<file path="config.mk">
export PLATFORM = sky130hd
export DESIGN_NAME = mwh_host
export DESIGN_NICKNAME = d
export VERILOG_FILES = /design/src/rtl/mwh_pkg.sv /design/src/rtl/mwh_skgen.sv /design/src/rtl/mwh_frame.sv /design/src/rtl/mwh_host.sv
export SDC_FILE = /design/constraint.sdc
export NUM_CORES = 1
export LEC_CHECK = 0
export ABC_AREA = 0
export BUFFER_PORTS_ARGS = -buffer_cell sky130_fd_sc_hd__buf_2
export CELL_PAD_IN_SITES_DETAIL_PLACEMENT = 1
export CELL_PAD_IN_SITES_GLOBAL_PLACEMENT = 1
export CORE_ASPECT_RATIO = 1.4
export CORE_MARGIN = 3
export CORE_UTILIZATION = 35
export DETAILED_ROUTE_END_ITERATION = 10
export HOLD_SLACK_MARGIN = 0.08
export PLACE_DENSITY_LB_ADDON = 0.08
export SETUP_SLACK_MARGIN = 0.4
export SLEW_MARGIN = 10
export SYNTH_ARGS = -nofsm -noshare
export SYNTH_HDL_FRONTEND = slang
export SYNTH_HIERARCHICAL = 1
export SYNTH_SLANG_ARGS = --single-unit
</file>
<file path="constraint.sdc">
create_clock -name clk -period 3.8 [get_ports clk]
set_clock_uncertainty 0.05 [all_clocks]
set_input_delay 0.76 -clock clk [delete_from_list [all_inputs] [get_ports clk]]
set_output_delay 0.76 -clock clk [all_outputs]
set_load 0.02 [all_outputs]
</file>
<file path="src/rtl/mwh_pkg.sv">
// Shared types for the serial EEPROM host sequencer.
package mwh_pkg;
    // Client command codes; values are part of the interface.
    typedef enum logic [2:0] {
        OP_READ  = 3'd0,
        OP_WRITE = 3'd1,
        OP_ERASE = 3'd2,
        OP_WEN   = 3'd3,
        OP_WDS   = 3'd4,
        OP_WRALL = 3'd5,
        OP_ERAL  = 3'd6,
        OP_BAD   = 3'd7
    } mwh_op_e;

    // Sequencer states.
    typedef enum logic [2:0] {
        S_IDLE, S_SHIFT, S_READ, S_GAP, S_POLL, S_FIN
    } mwh_state_e;
endpackage

</file>
<file path="src/rtl/mwh_skgen.sv">
// Serial clock divider. While run is high, sk toggles every HALF clocks,
// starting low. rise_en/fall_en mark the clock before each sk edge.
// Assumes run drops only on a fall_en cycle or while sk is low.
module mwh_skgen #(
    parameter int HALF = 4
) (
    input  logic clk,
    input  logic rst_n,
    input  logic run,
    output logic sk,
    output logic rise_en,
    output logic fall_en
);
    localparam int CW = (HALF > 1) ? $clog2(HALF) : 1;

    logic [CW-1:0] cnt;
    logic          wrap;

    assign wrap    = (cnt == CW'(HALF - 1));
    assign rise_en = run && wrap && !sk;
    assign fall_en = run && wrap && sk;

    // Half-period counter and sk toggle.
    always_ff @(posedge clk) begin
        if (!rst_n || !run) begin
            cnt <= '0;
            sk  <= 1'b0;
        end else if (wrap) begin
            cnt <= '0;
            sk  <= ~sk;
        end else begin
            cnt <= cnt + CW'(1);
        end
    end
endmodule

</file>
<file path="src/rtl/mwh_frame.sv">
// Frame builder: maps a command to its serial bit pattern (left aligned),
// its length and its class. Purely combinational.
module mwh_frame
    import mwh_pkg::*;
#(
    parameter int AW = 7,
    parameter int DW = 16
) (
    input  logic [2:0]                           op,
    input  logic [AW-1:0]                        addr,
    input  logic [DW-1:0]                        wdata,
    output logic [AW+4+DW-1:0]                   frame,
    output logic [$clog2(AW+4+DW+1)-1:0]         nbits,
    output logic                                 is_read,
    output logic                                 is_prog
);
    localparam int HW  = AW + 4;
    localparam int FW  = HW + DW;
    localparam int NBW = $clog2(FW + 1);

    logic [HW-1:0] hdr;
    logic          has_data;
    mwh_op_e       opc;

    assign opc = mwh_op_e'(op);

    // Header and class decode per command code.
    always_comb begin
        hdr      = '0;
        has_data = 1'b0;
        is_read  = 1'b0;
        is_prog  = 1'b0;
        case (opc)
            OP_READ:  begin hdr = {3'b110, 1'b0, addr}; is_read = 1'b1; end
            OP_WRITE: begin hdr = {3'b101, 1'b0, addr}; has_data = 1'b1; is_prog = 1'b1; end
            OP_ERASE: begin hdr = {3'b111, 1'b0, addr}; is_prog = 1'b1; end
            OP_WEN:   hdr = {3'b100, 2'b11, {(AW-1){1'b0}}};
            OP_WDS:   hdr = {3'b100, 2'b00, {(AW-1){1'b0}}};
            OP_WRALL: begin hdr = {3'b100, 2'b01, {(AW-1){1'b0}}}; has_data = 1'b1; is_prog = 1'b1; end
            OP_ERAL:  begin hdr = {3'b100, 2'b10, {(AW-1){1'b0}}}; is_prog = 1'b1; end
            default:  hdr = '0;
        endcase
    end

    assign frame = {hdr, has_data ? wdata : {DW{1'b0}}};
    assign nbits = has_data ? NBW'(FW) : NBW'(HW);
endmodule

</file>
<file path="src/rtl/mwh_host.sv">
// Serial EEPROM host sequencer (top). Takes one command at a time from
// the client, shifts the frame out, collects read bursts, and polls
// status after programming. Assumes the device updates its output on sk
// rising edges and shows ready/busy on its output while selected.
module mwh_host
    import mwh_pkg::*;
#(
    parameter int AW         = 7,
    parameter int DW         = 16,
    parameter int WCW        = 8,
    parameter int SK_HALF    = 4,
    parameter int CS_GAP     = 6,
    parameter int POLL_LIMIT = 4096
) (
    input  logic           clk,
    input  logic           rst_n,
    input  logic           cmd_start,
    input  logic [2:0]     cmd_op,
    input  logic [AW-1:0]  cmd_addr,
    input  logic [DW-1:0]  cmd_wdata,
    input  logic [WCW-1:0] cmd_words,
    output logic           busy,
    output logic           done,
    output logic           err,
    output logic [DW-1:0]  rd_data,
    output logic           rd_valid,
    output logic           eep_cs,
    output logic           eep_sk,
    output logic           eep_di,
    input  logic           eep_do
);
    localparam int HW  = AW + 4;
    localparam int FW  = HW + DW;
    localparam int NBW = $clog2(FW + 1);
    localparam int RBW = $clog2(DW);
    localparam int GW  = $clog2(CS_GAP + 1);
    localparam int PW  = $clog2(POLL_LIMIT + 1);

    mwh_state_e      state;
    logic [FW-1:0]   frame_c, frame_q;
    logic [NBW-1:0]  nbits_c, nbits_q, bitcnt;
    logic            rd_c, prog_c, rd_q, prog_q;
    logic            closing, dummy;
    logic [RBW-1:0]  rbit;
    logic [DW-1:0]   shreg;
    logic [WCW-1:0]  words_left;
    logic [GW-1:0]   gapcnt;
    logic [PW-1:0]   pollcnt;
    logic            run, rise_en, fall_en;

    mwh_frame #(.AW(AW), .DW(DW)) frame_i (
        .op(cmd_op), .addr(cmd_addr), .wdata(cmd_wdata),
        .frame(frame_c), .nbits(nbits_c), .is_read(rd_c), .is_prog(prog_c)
    );

    assign run = (state == S_SHIFT) || (state == S_READ) || (state == S_POLL);

    mwh_skgen #(.HALF(SK_HALF)) skgen_i (
        .clk(clk), .rst_n(rst_n), .run(run),
        .sk(eep_sk), .rise_en(rise_en), .fall_en(fall_en)
    );

    assign busy = (state != S_IDLE);
    assign done = (state == S_FIN);

    // Command sequencer: frame shift, read capture, gap, status poll.
    always_ff @(posedge clk) begin
        if (!rst_n) begin
            state      <= S_IDLE;
            eep_cs     <= 1'b0;
            eep_di     <= 1'b0;
            err        <= 1'b0;
            rd_valid   <= 1'b0;
            rd_data    <= '0;
            frame_q    <= '0;
            nbits_q    <= '0;
            rd_q       <= 1'b0;
            prog_q     <= 1'b0;
            bitcnt     <= '0;
            closing    <= 1'b0;
            dummy      <= 1'b0;
            rbit       <= '0;
            shreg      <= '0;
            words_left <= '0;
            gapcnt     <= '0;
            pollcnt    <= '0;
        end else begin
            rd_valid <= 1'b0;
            case (state)
                S_IDLE: begin
                    if (cmd_start) begin
                        if (mwh_op_e'(cmd_op) == OP_BAD) begin
                            err   <= 1'b1;
                            state <= S_FIN;
                        end else begin
                            err        <= 1'b0;
                            frame_q    <= frame_c;
                            nbits_q    <= nbits_c;
                            rd_q       <= rd_c;
                            prog_q     <= prog_c;
                            words_left <= (cmd_words == '0) ? WCW'(1) : cmd_words;
                            bitcnt     <= '0;
                            closing    <= 1'b0;
                            eep_cs     <= 1'b1;
                            eep_di     <= frame_c[FW-1];
                            state      <= S_SHIFT;
                        end
                    end
                end
                S_SHIFT: begin
                    if (rise_en && !closing) begin
                        if (bitcnt == nbits_q - NBW'(1)) begin
                            if (rd_q) begin
                                state <= S_READ;
                                dummy <= 1'b1;
                                rbit  <= '0;
                            end else begin
                                closing <= 1'b1;
                            end
                        end else begin
                            bitcnt <= bitcnt + NBW'(1);
                        end
                    end
                    if (fall_en) begin
                        if (closing) begin
                            eep_cs  <= 1'b0;
                            eep_di  <= 1'b0;
                            gapcnt  <= '0;
                            closing <= 1'b0;
                            state   <= prog_q ? S_GAP : S_FIN;
                        end else begin
                            eep_di <= frame_q[FW-1-int'(bitcnt)];
                        end
                    end
                end
                S_READ: begin
                    if (rise_en && !closing) begin
                        if (dummy) begin
                            dummy <= 1'b0;
                        end else begin
                            shreg <= {shreg[DW-2:0], eep_do};
                            if (rbit == RBW'(DW - 1)) begin
                                rbit     <= '0;
                                rd_valid <= 1'b1;
                                rd_data  <= {shreg[DW-2:0], eep_do};
                                if (words_left == WCW'(1)) closing <= 1'b1;
                                else words_left <= words_left - WCW'(1);
                            end else begin
                                rbit <= rbit + RBW'(1);
                            end
                        end
                    end
                    if (fall_en) begin
                        eep_di <= 1'b0;
                        if (closing) begin
                            eep_cs  <= 1'b0;
                            closing <= 1'b0;
                            state   <= S_FIN;
                        end
                    end
                end
                S_GAP: begin
                    if (gapcnt == GW'(CS_GAP - 1)) begin
                        eep_cs  <= 1'b1;
                        eep_di  <= 1'b0;
                        pollcnt <= '0;
                        state   <= S_POLL;
                    end else begin
                        gapcnt <= gapcnt + GW'(1);
                    end
                end
                S_POLL: begin
                    if (rise_en && !closing) begin
                        if (eep_do) begin
                            closing <= 1'b1;
                        end else if (pollcnt == PW'(POLL_LIMIT - 1)) begin
                            closing <= 1'b1;
                            err     <= 1'b1;
                        end else begin
                            pollcnt <= pollcnt + PW'(1);
                        end
                    end
                    if (fall_en && closing) begin
                        eep_cs  <= 1'b0;
                        closing <= 1'b0;
                        state   <= S_FIN;
                    end
                end
                default: state <= S_IDLE;
            endcase
        end
    end


    sk_cs_gate_chk: assert property (@(posedge clk) disable iff (!rst_n)
        !eep_cs |-> !eep_sk);


    di_hold_chk: assert property (@(posedge clk) disable iff (!rst_n)
        (eep_sk && $past(eep_sk)) |-> $stable(eep_di));


    poll_di_low_chk: assert property (@(posedge clk) disable iff (!rst_n)
        (state == S_POLL) |-> !eep_di);


    done_cs_low_chk: assert property (@(posedge clk) disable iff (!rst_n)
        done |-> !eep_cs);


    done_single_chk: assert property (@(posedge clk) disable iff (!rst_n)
        done |=> !done);


    rdv_in_window_chk: assert property (@(posedge clk) disable iff (!rst_n)
        rd_valid |-> eep_cs);
endmodule

</file>
==> results.cfg, run 1 <==
[setup_path]
rrSetupSlack_ns = 0.75
crit_fanout = 17
startpoint = state[1]
reg2reg_to = words_left[0]
required_ns = 4.06
critPathKind = reg -> reg
startpoint_type = flop
worstPathCellList = nor2_1 -> nand2_1 -> o21ai_0 -> nand2_1 -> nor2_1 -> nor3b_1 -> buf_4 -> nand3_1 -> a2111o_1 -> or3_1 -> o211ai_1 -> and2_1
slowest_delay_ns = 0.62
crit_slowest_cell = a2111o_1
endpoint_kind = flop
r2r-start = state[1]
reg2reg_depth = 12
worst_ep_arrival_time_ns = 3.31
setup.worst_path.end = words_left[0]

[logic_synthesis]
ys_warn_count = 6
syn_area_per_cell_um2 = 7.92
netlist_top_cells_area = dfxtp_1 (38%), nand2_1 (10%), a21boi_0 (5.3%)
synthFlopType = dfxtp_1
ys_types = 66
synth.top_cell.area_share_pct = 38.2
syn_inst = 728
synth_area_um2 = 5760
synth_top_area_cell = dfxtp_1
ys_ff_latch = 110
synth_edf_count = 0
synthArstFlopShare_pct = 0
synth_seq_area_share_pct = 38.2

[die]
coreArea_um2 = 15900
die_y_um = 158
io_pins = 61
die_w_um = 114
die_area_um2 = 18100
placementRows = 54
initial_core_util_pct = 36.3

[pwr]
switchingPower_uw = 684
vdd_drop_max_v = 0.000172
seqPwrFrac_pct = 49.1
pwr-share-clk_pct = 38.7
p_per_area_nw_per_um2 = 381
p_leak_nw = 2.45
p_sw_share_pct = 27.8
finalPower_mw = 2.46
combPwrFrac_pct = 12.2
p_int_mw = 1.78

[status]
status = completed

[timing]
tns_ns = 0
fmax_mhz = 328
slew_viol_final = 0
max_slew_margin_pct = 42.4
setup_violations = 0
min_period_ns = 3.05
rsz0062_at_grt = false
fin_crit_sh_pct = 80.3
worst_pin_slew_ns = 0.865
finalHoldViolCount = 0

[worst_hold_path]
hold_path_depth = 1
worst_hold_startpoint = skgen_i/cnt[0]
hold_class = reg -> reg

[detailed_routing]
ant_nets = 0
wirelength_um = 15200
post_drt_wl_per_cell_um = 15.8
drc_errors = 0
drtIter0Drc = 196
drt_first_pass_iters = 4
vias = 5180
vias_per_cell = 5.37

[clocking]
cts_tree = done
cts-root-buf = clkbuf_16
path_clk_slew_ns = 0.08
cts_buffer_depth = 2
cts_max_level = 3
cts_num_sinks = 110
insertion_delay_ns = 0.36
cts_buffers = 9

[global_routing]
grt_pass1_vias = 5270
grt_max_degree = 49
met3_usage_pct = 2.52
grt_use_met1_pct = 21.5
antenna_found_initial = 0
grt_pass1_wl_um = 25800
grt_use_total_pct = 17.5
overflow = 0
use_met2_pct = 30.6
grt_busiest_layer = met2

[layout]
nets = 811
area_growth_pct = 12.0
fin_util_pct = 40.6
antenna_cells = 0
fill_cells = 1944
final_cells = 965
drive_gt1_share_pct = 16.0

[placed_design]
dp_cells = 949
place.gp.congestion = 0.842
dpl.hpwl_um = 11000
portBuffers = 60

[flow_run]
max-cap-violations = 0
-- synthesized netlist by cell type, types with 4 or more instances --
master and number:
a211oi_1 5, a21boi_0 41, a21oi_1 59, a31oi_1 5, and2_1 20, and2_2 16
and3_1 6, buf_2 9, buf_4 7, buf_6 5, clkbuf_1 29, dfxtp_1 110
ha_1 9, inv_1 17, mux2i_1 10, mux4_2 4, nand2_1 160, nand2b_1 7
nand3_1 15, nand3b_1 4, nor2_1 35, nor2b_1 8, nor3_1 8, nor3b_1 6
nor4_1 4, o211ai_1 6, o21ai_0 35, o31ai_1 4, or3_1 8, or4_1 11
xnor2_1 9, xor2_1 6
-- through the flow --
step / worst slack [ns] / hold WS, ns / cell area (µm²)
finish: 0.748 / 0.385 / 6450
global route: 0.440 / 0.405 / 6450
CTS: 0.726 / 0.388 / 6450
detailed placement: 0.764 / 0.374 / 6150
global placement: 0.874 / 0.364 / 6150
floorplan: 1.14 / 0.354 / 5770
-- metal layers --
metal	part of all wire, %	wire [µm]
met3	2.6	398
met2	50	7610
met1	45	6920
met4	1.9	294
met5	0	0
-- area by class of cell --
| type | instances | area, µm² | area share (%) |
|---|---|---|---|
| multi-input combinational | 553 | 3250 | 50.4 |
| timing repair buffer | 73 | 398 | 6.17 |
| sequential | 110 | 2200 | 34.1 |
| inverter | 17 | 63.8 | 0.989 |
| clock buffer | 10 | 239 | 3.70 |
| clock inverter | 6 | 55.1 | 0.853 |
| tap | 196 | 245 | 3.80 |
-- worst max-delay path: cells and delay by family (launching register included) --
| family | cells | cell delay, ns |
|---|---|---|
| flip-flops | 1 | 0.35 |
| AO/OA/AOI/OAI | 3 | 0.91 |
| buffers and inverters | 1 | 0.16 |
| AND/OR/NAND/NOR | 8 | 1.54 |
-- worst min-delay path by stage --
stage / endpoint / slack [ns]
global placement: skgen_i/cnt[0] / 0.36
global route: skgen_i/cnt[0] / 0.41
floorplan: skgen_i/cnt[0] / 0.35
detailed placement: skgen_i/cnt[0] / 0.37
finish: skgen_i/cnt[0] / 0.39
CTS: skgen_i/cnt[0] / 0.39
-- cells in the final DEF, fill, tap and decap left out, types with 10 or more instances in the layout --
master / netlist / routed
mux2i_1: 10 / 10
nand3_1: 15 / 15
buf_4: 7 / 13
dfxtp_1: 110 / 110
inv_1: 17 / 17
or4_1: 11 / 11
a21oi_1: 59 / 59
a21boi_0: 41 / 41
nand2_1: 160 / 160
nor2_1: 35 / 34
and2_2: 16 / 16
and2_1: 20 / 20
o21ai_0: 35 / 35
buf_2: 9 / 60
-- power by group through the flow --
stage               combinational (mW)  sequential, mW  clock [mW]
CTS                              0.305            1.21       0.990
global placement                 0.295            1.23           0
detailed placement               0.304            1.24           0
global route                     0.339            1.21        1.03
finish                           0.300            1.21       0.952
floorplan                        0.218            1.23           0
-- kinds of logic (layout without fill, tap and decap cells) --
group / count (synthesis) / after routing / share of synthesized area, %
AOI/OAI and AO/OA: 184 / 184 / 20.4
other: 2 / 4 / 0.130
muxes: 14 / 14 / 3.30
adders and majority gates: 9 / 9 / 1.95
and+or+nand+nor: 327 / 327 / 28.1
buffers and inverters: 67 / 106 / 5.67
DFF: 110 / 110 / 38.2
xor gates and xnor gates: 15 / 15 / 2.28
-- state kept, by name, indices dropped and copies added, names as in the netlist --
register     flops
frame_q         27
rd_data         16
shreg           15
pollcnt         13
words_left       8
bitcnt           5
nbits_q          5
rbit             4
gapcnt           3
state            3
skgen_i/cnt      2
closing          1
dummy            1
eep_cs           1
eep_di           1
err              1
prog_q           1
rd_q             1
rd_valid         1
skgen_i/sk       1
-- timing repair --
item | CTS | global route
buffers inserted | 0 | 0
hold buffers | 0 | 0
gates resized for setup | 0 | 1
setup endpoints to repair | 0 | 2
(Power assumes the default switching activity.)
==> run 2, diff against run 1 <==
- clock period: 3.8 -> 2.6 ns (I/O delays scaled with it)
==> run 2 against run 1 <==
Largest cell class unchanged. Critical path type unchanged. Clock power increased by 44%. Global-route usage increased by 1.5 points. Sequential cell count unchanged.
==> results.cfg, run 2 (synthesized netlist as in run 1, its figures left out) <==
[detailed_routing]
wirelength_um = 17100
drt_first_pass_iters = 4
drtIter0Drc = 227
drc_errors = 0
post_drt_wl_per_cell_um = 16.8
ant_nets = 0
vias_per_cell = 5.32
vias = 5387

[status]
status = completed

[die]
placementRows = 54
initial_core_util_pct = 36.3
die_w_um = 114
die_area_um2 = 18100
io_pins = 61
die_y_um = 158
coreArea_um2 = 15900

[global_routing]
overflow = 0
antenna_found_initial = 0
grt_pass1_vias = 5645
grt_use_total_pct = 19.0
grt_max_degree = 35
grt_pass1_wl_um = 27900

[clocking]
cts_max_level = 3
insertion_delay_ns = 0.36
cts_hold_buffers = 0
cts_buffers = 9
cts_tree = done
cts_num_sinks = 110
cts-root-buf = clkbuf_16
cts_buffer_depth = 2
path_clk_slew_ns = 0.08

[setup_path]
rrSetupSlack_ns = 0.14
reg2reg_to = words_left[0]
endpoint_kind = flop
crit_fanout = 7
critPathKind = reg -> reg
required_ns = 2.85
r2r-start = state[1]
worst_ep_arrival_time_ns = 2.71
startpoint_type = flop
reg2reg_depth = 10

[pwr]
p_per_area_nw_per_um2 = 510
vdd_drop_max_v = 0.000326
p_leak_nw = 2.78

[timing]
finalHoldViolCount = 0
whs_ns = 0.392
max_slew_margin_pct = 57.9
setup_violations = 0
rsz0062_at_grt = true
fmax_mhz = 407
worst_pin_slew_ns = 0.631
tns_ns = 0
slew_viol_final = 0
setup_slack_ns = 0.141
min_period_ns = 2.46
fin_crit_sh_pct = 94.6

[placed_design]
portBuffers = 60
pre_cts_ws_ns = 0.0495
place.gp.congestion = 0.857
dpl.hpwl_um = 12000

[worst_hold_path]
hold_path_depth = 1
hold_class = reg -> reg
whs_endpoint = skgen_i/cnt[0]
worst_hold_startpoint = skgen_i/cnt[0]

[layout]
antenna_cells = 0
area_growth_pct = 25.0
top_regs = frame_q (27), rd_data (16), shreg (15)
largest_register_ffs = 27
regMostFlops = frame_q
fin_util_pct = 45.4
drive_gt1_share_pct = 29.4
final_cell_mix = nand2_1 (152), dfxtp_1 (102), buf_2 (60)
mostFrequentLayoutCell = nand2_1
nets = 859

[flow_run]
max-cap-violations = 0
## run 2: cell types whose count changed in the layout (fill, tap and decap cells not counted), sizes merged
cell / before / now
clkbuf: 10 / 9
a2111o: 1 / 2
clkinvlp: 2 / 4
buf: 73 / 120
clkinv: 2 / 1
## run 2: layout make-up
cell class	instances	area, µm²
Clock buffer	9	225
Clock inverter	7	58.8
Fill cell	1941	8680
Inverter	17	63.8
Multi-Input combinational cell	554	3590
Sequential cell	110	2220
Tap cell	196	245
Timing Repair Buffer	120	800
## run 2: timing repair
item                                    in CTS  in global routing
endpoints found under the setup margin      49                 71
gates resized for setup                     28                 88
pin swaps                                   11                 20
gates cloned                                 1                  2
buffers inserted                            11                 14
endpoints found under the hold margin        0                  0
## run 2: stage by stage
| stage | instances | power [mW] | area, µm² |
|---|---|---|---|
| 6_report | 1013 | 3.67 | 7200 |
| 5_1_grt | 1013 | 3.85 | 7200 |
| 4_1_cts | 997 | 3.69 | 6800 |
| 3_5_place_dp | 969 | 2.28 | 6340 |
| 3_3_place_gp | 969 | 2.27 | 6340 |
| 2_1_floorplan | 730 | 2.13 | 5830 |
## run 2: where the power goes
part	switching [mW]	internal, mW	total (mW)
sequential	0.0459	1.73	1.77
clock	0.705	0.663	1.37
combinational	0.301	0.229	0.531
## run 2: worst max-delay path: stages (launching register included)
cell and delay, ns:
dfxtp_4 0.38, xnor2_4 0.15, o21ai_2 0.15, nand2_2 0.08
nor2_4 0.11, nor3b_4 0.21, nand3_2 0.10, a2111o_2 0.58
or3_1 0.35, o211ai_1 0.09, and2_1 0.14
## run 2: layer usage
layer	vias up	global-route usage, %	part of all wire, %
li1	2677	-	-
met1	2620	21.7	42
met2	68	35.2	54
met3	22	2.83	2.4
met4	0	7.30	1.7
met5	-	0	0
## run 2: how the worst max path moves through the flow
stage          slack (ns)  cells past startpoint             to      from
6_report             0.14                     10  words_left[0]  state[1]
5_1_grt             -0.02                     10  words_left[0]  state[1]
4_1_cts              0.20                     10  words_left[0]  state[1]
3_5_place_dp         0.05                     10  words_left[2]  state[1]
3_3_place_gp         0.18                     10  words_left[0]  state[1]
2_1_floorplan        0.30                     12  words_left[0]  state[1]
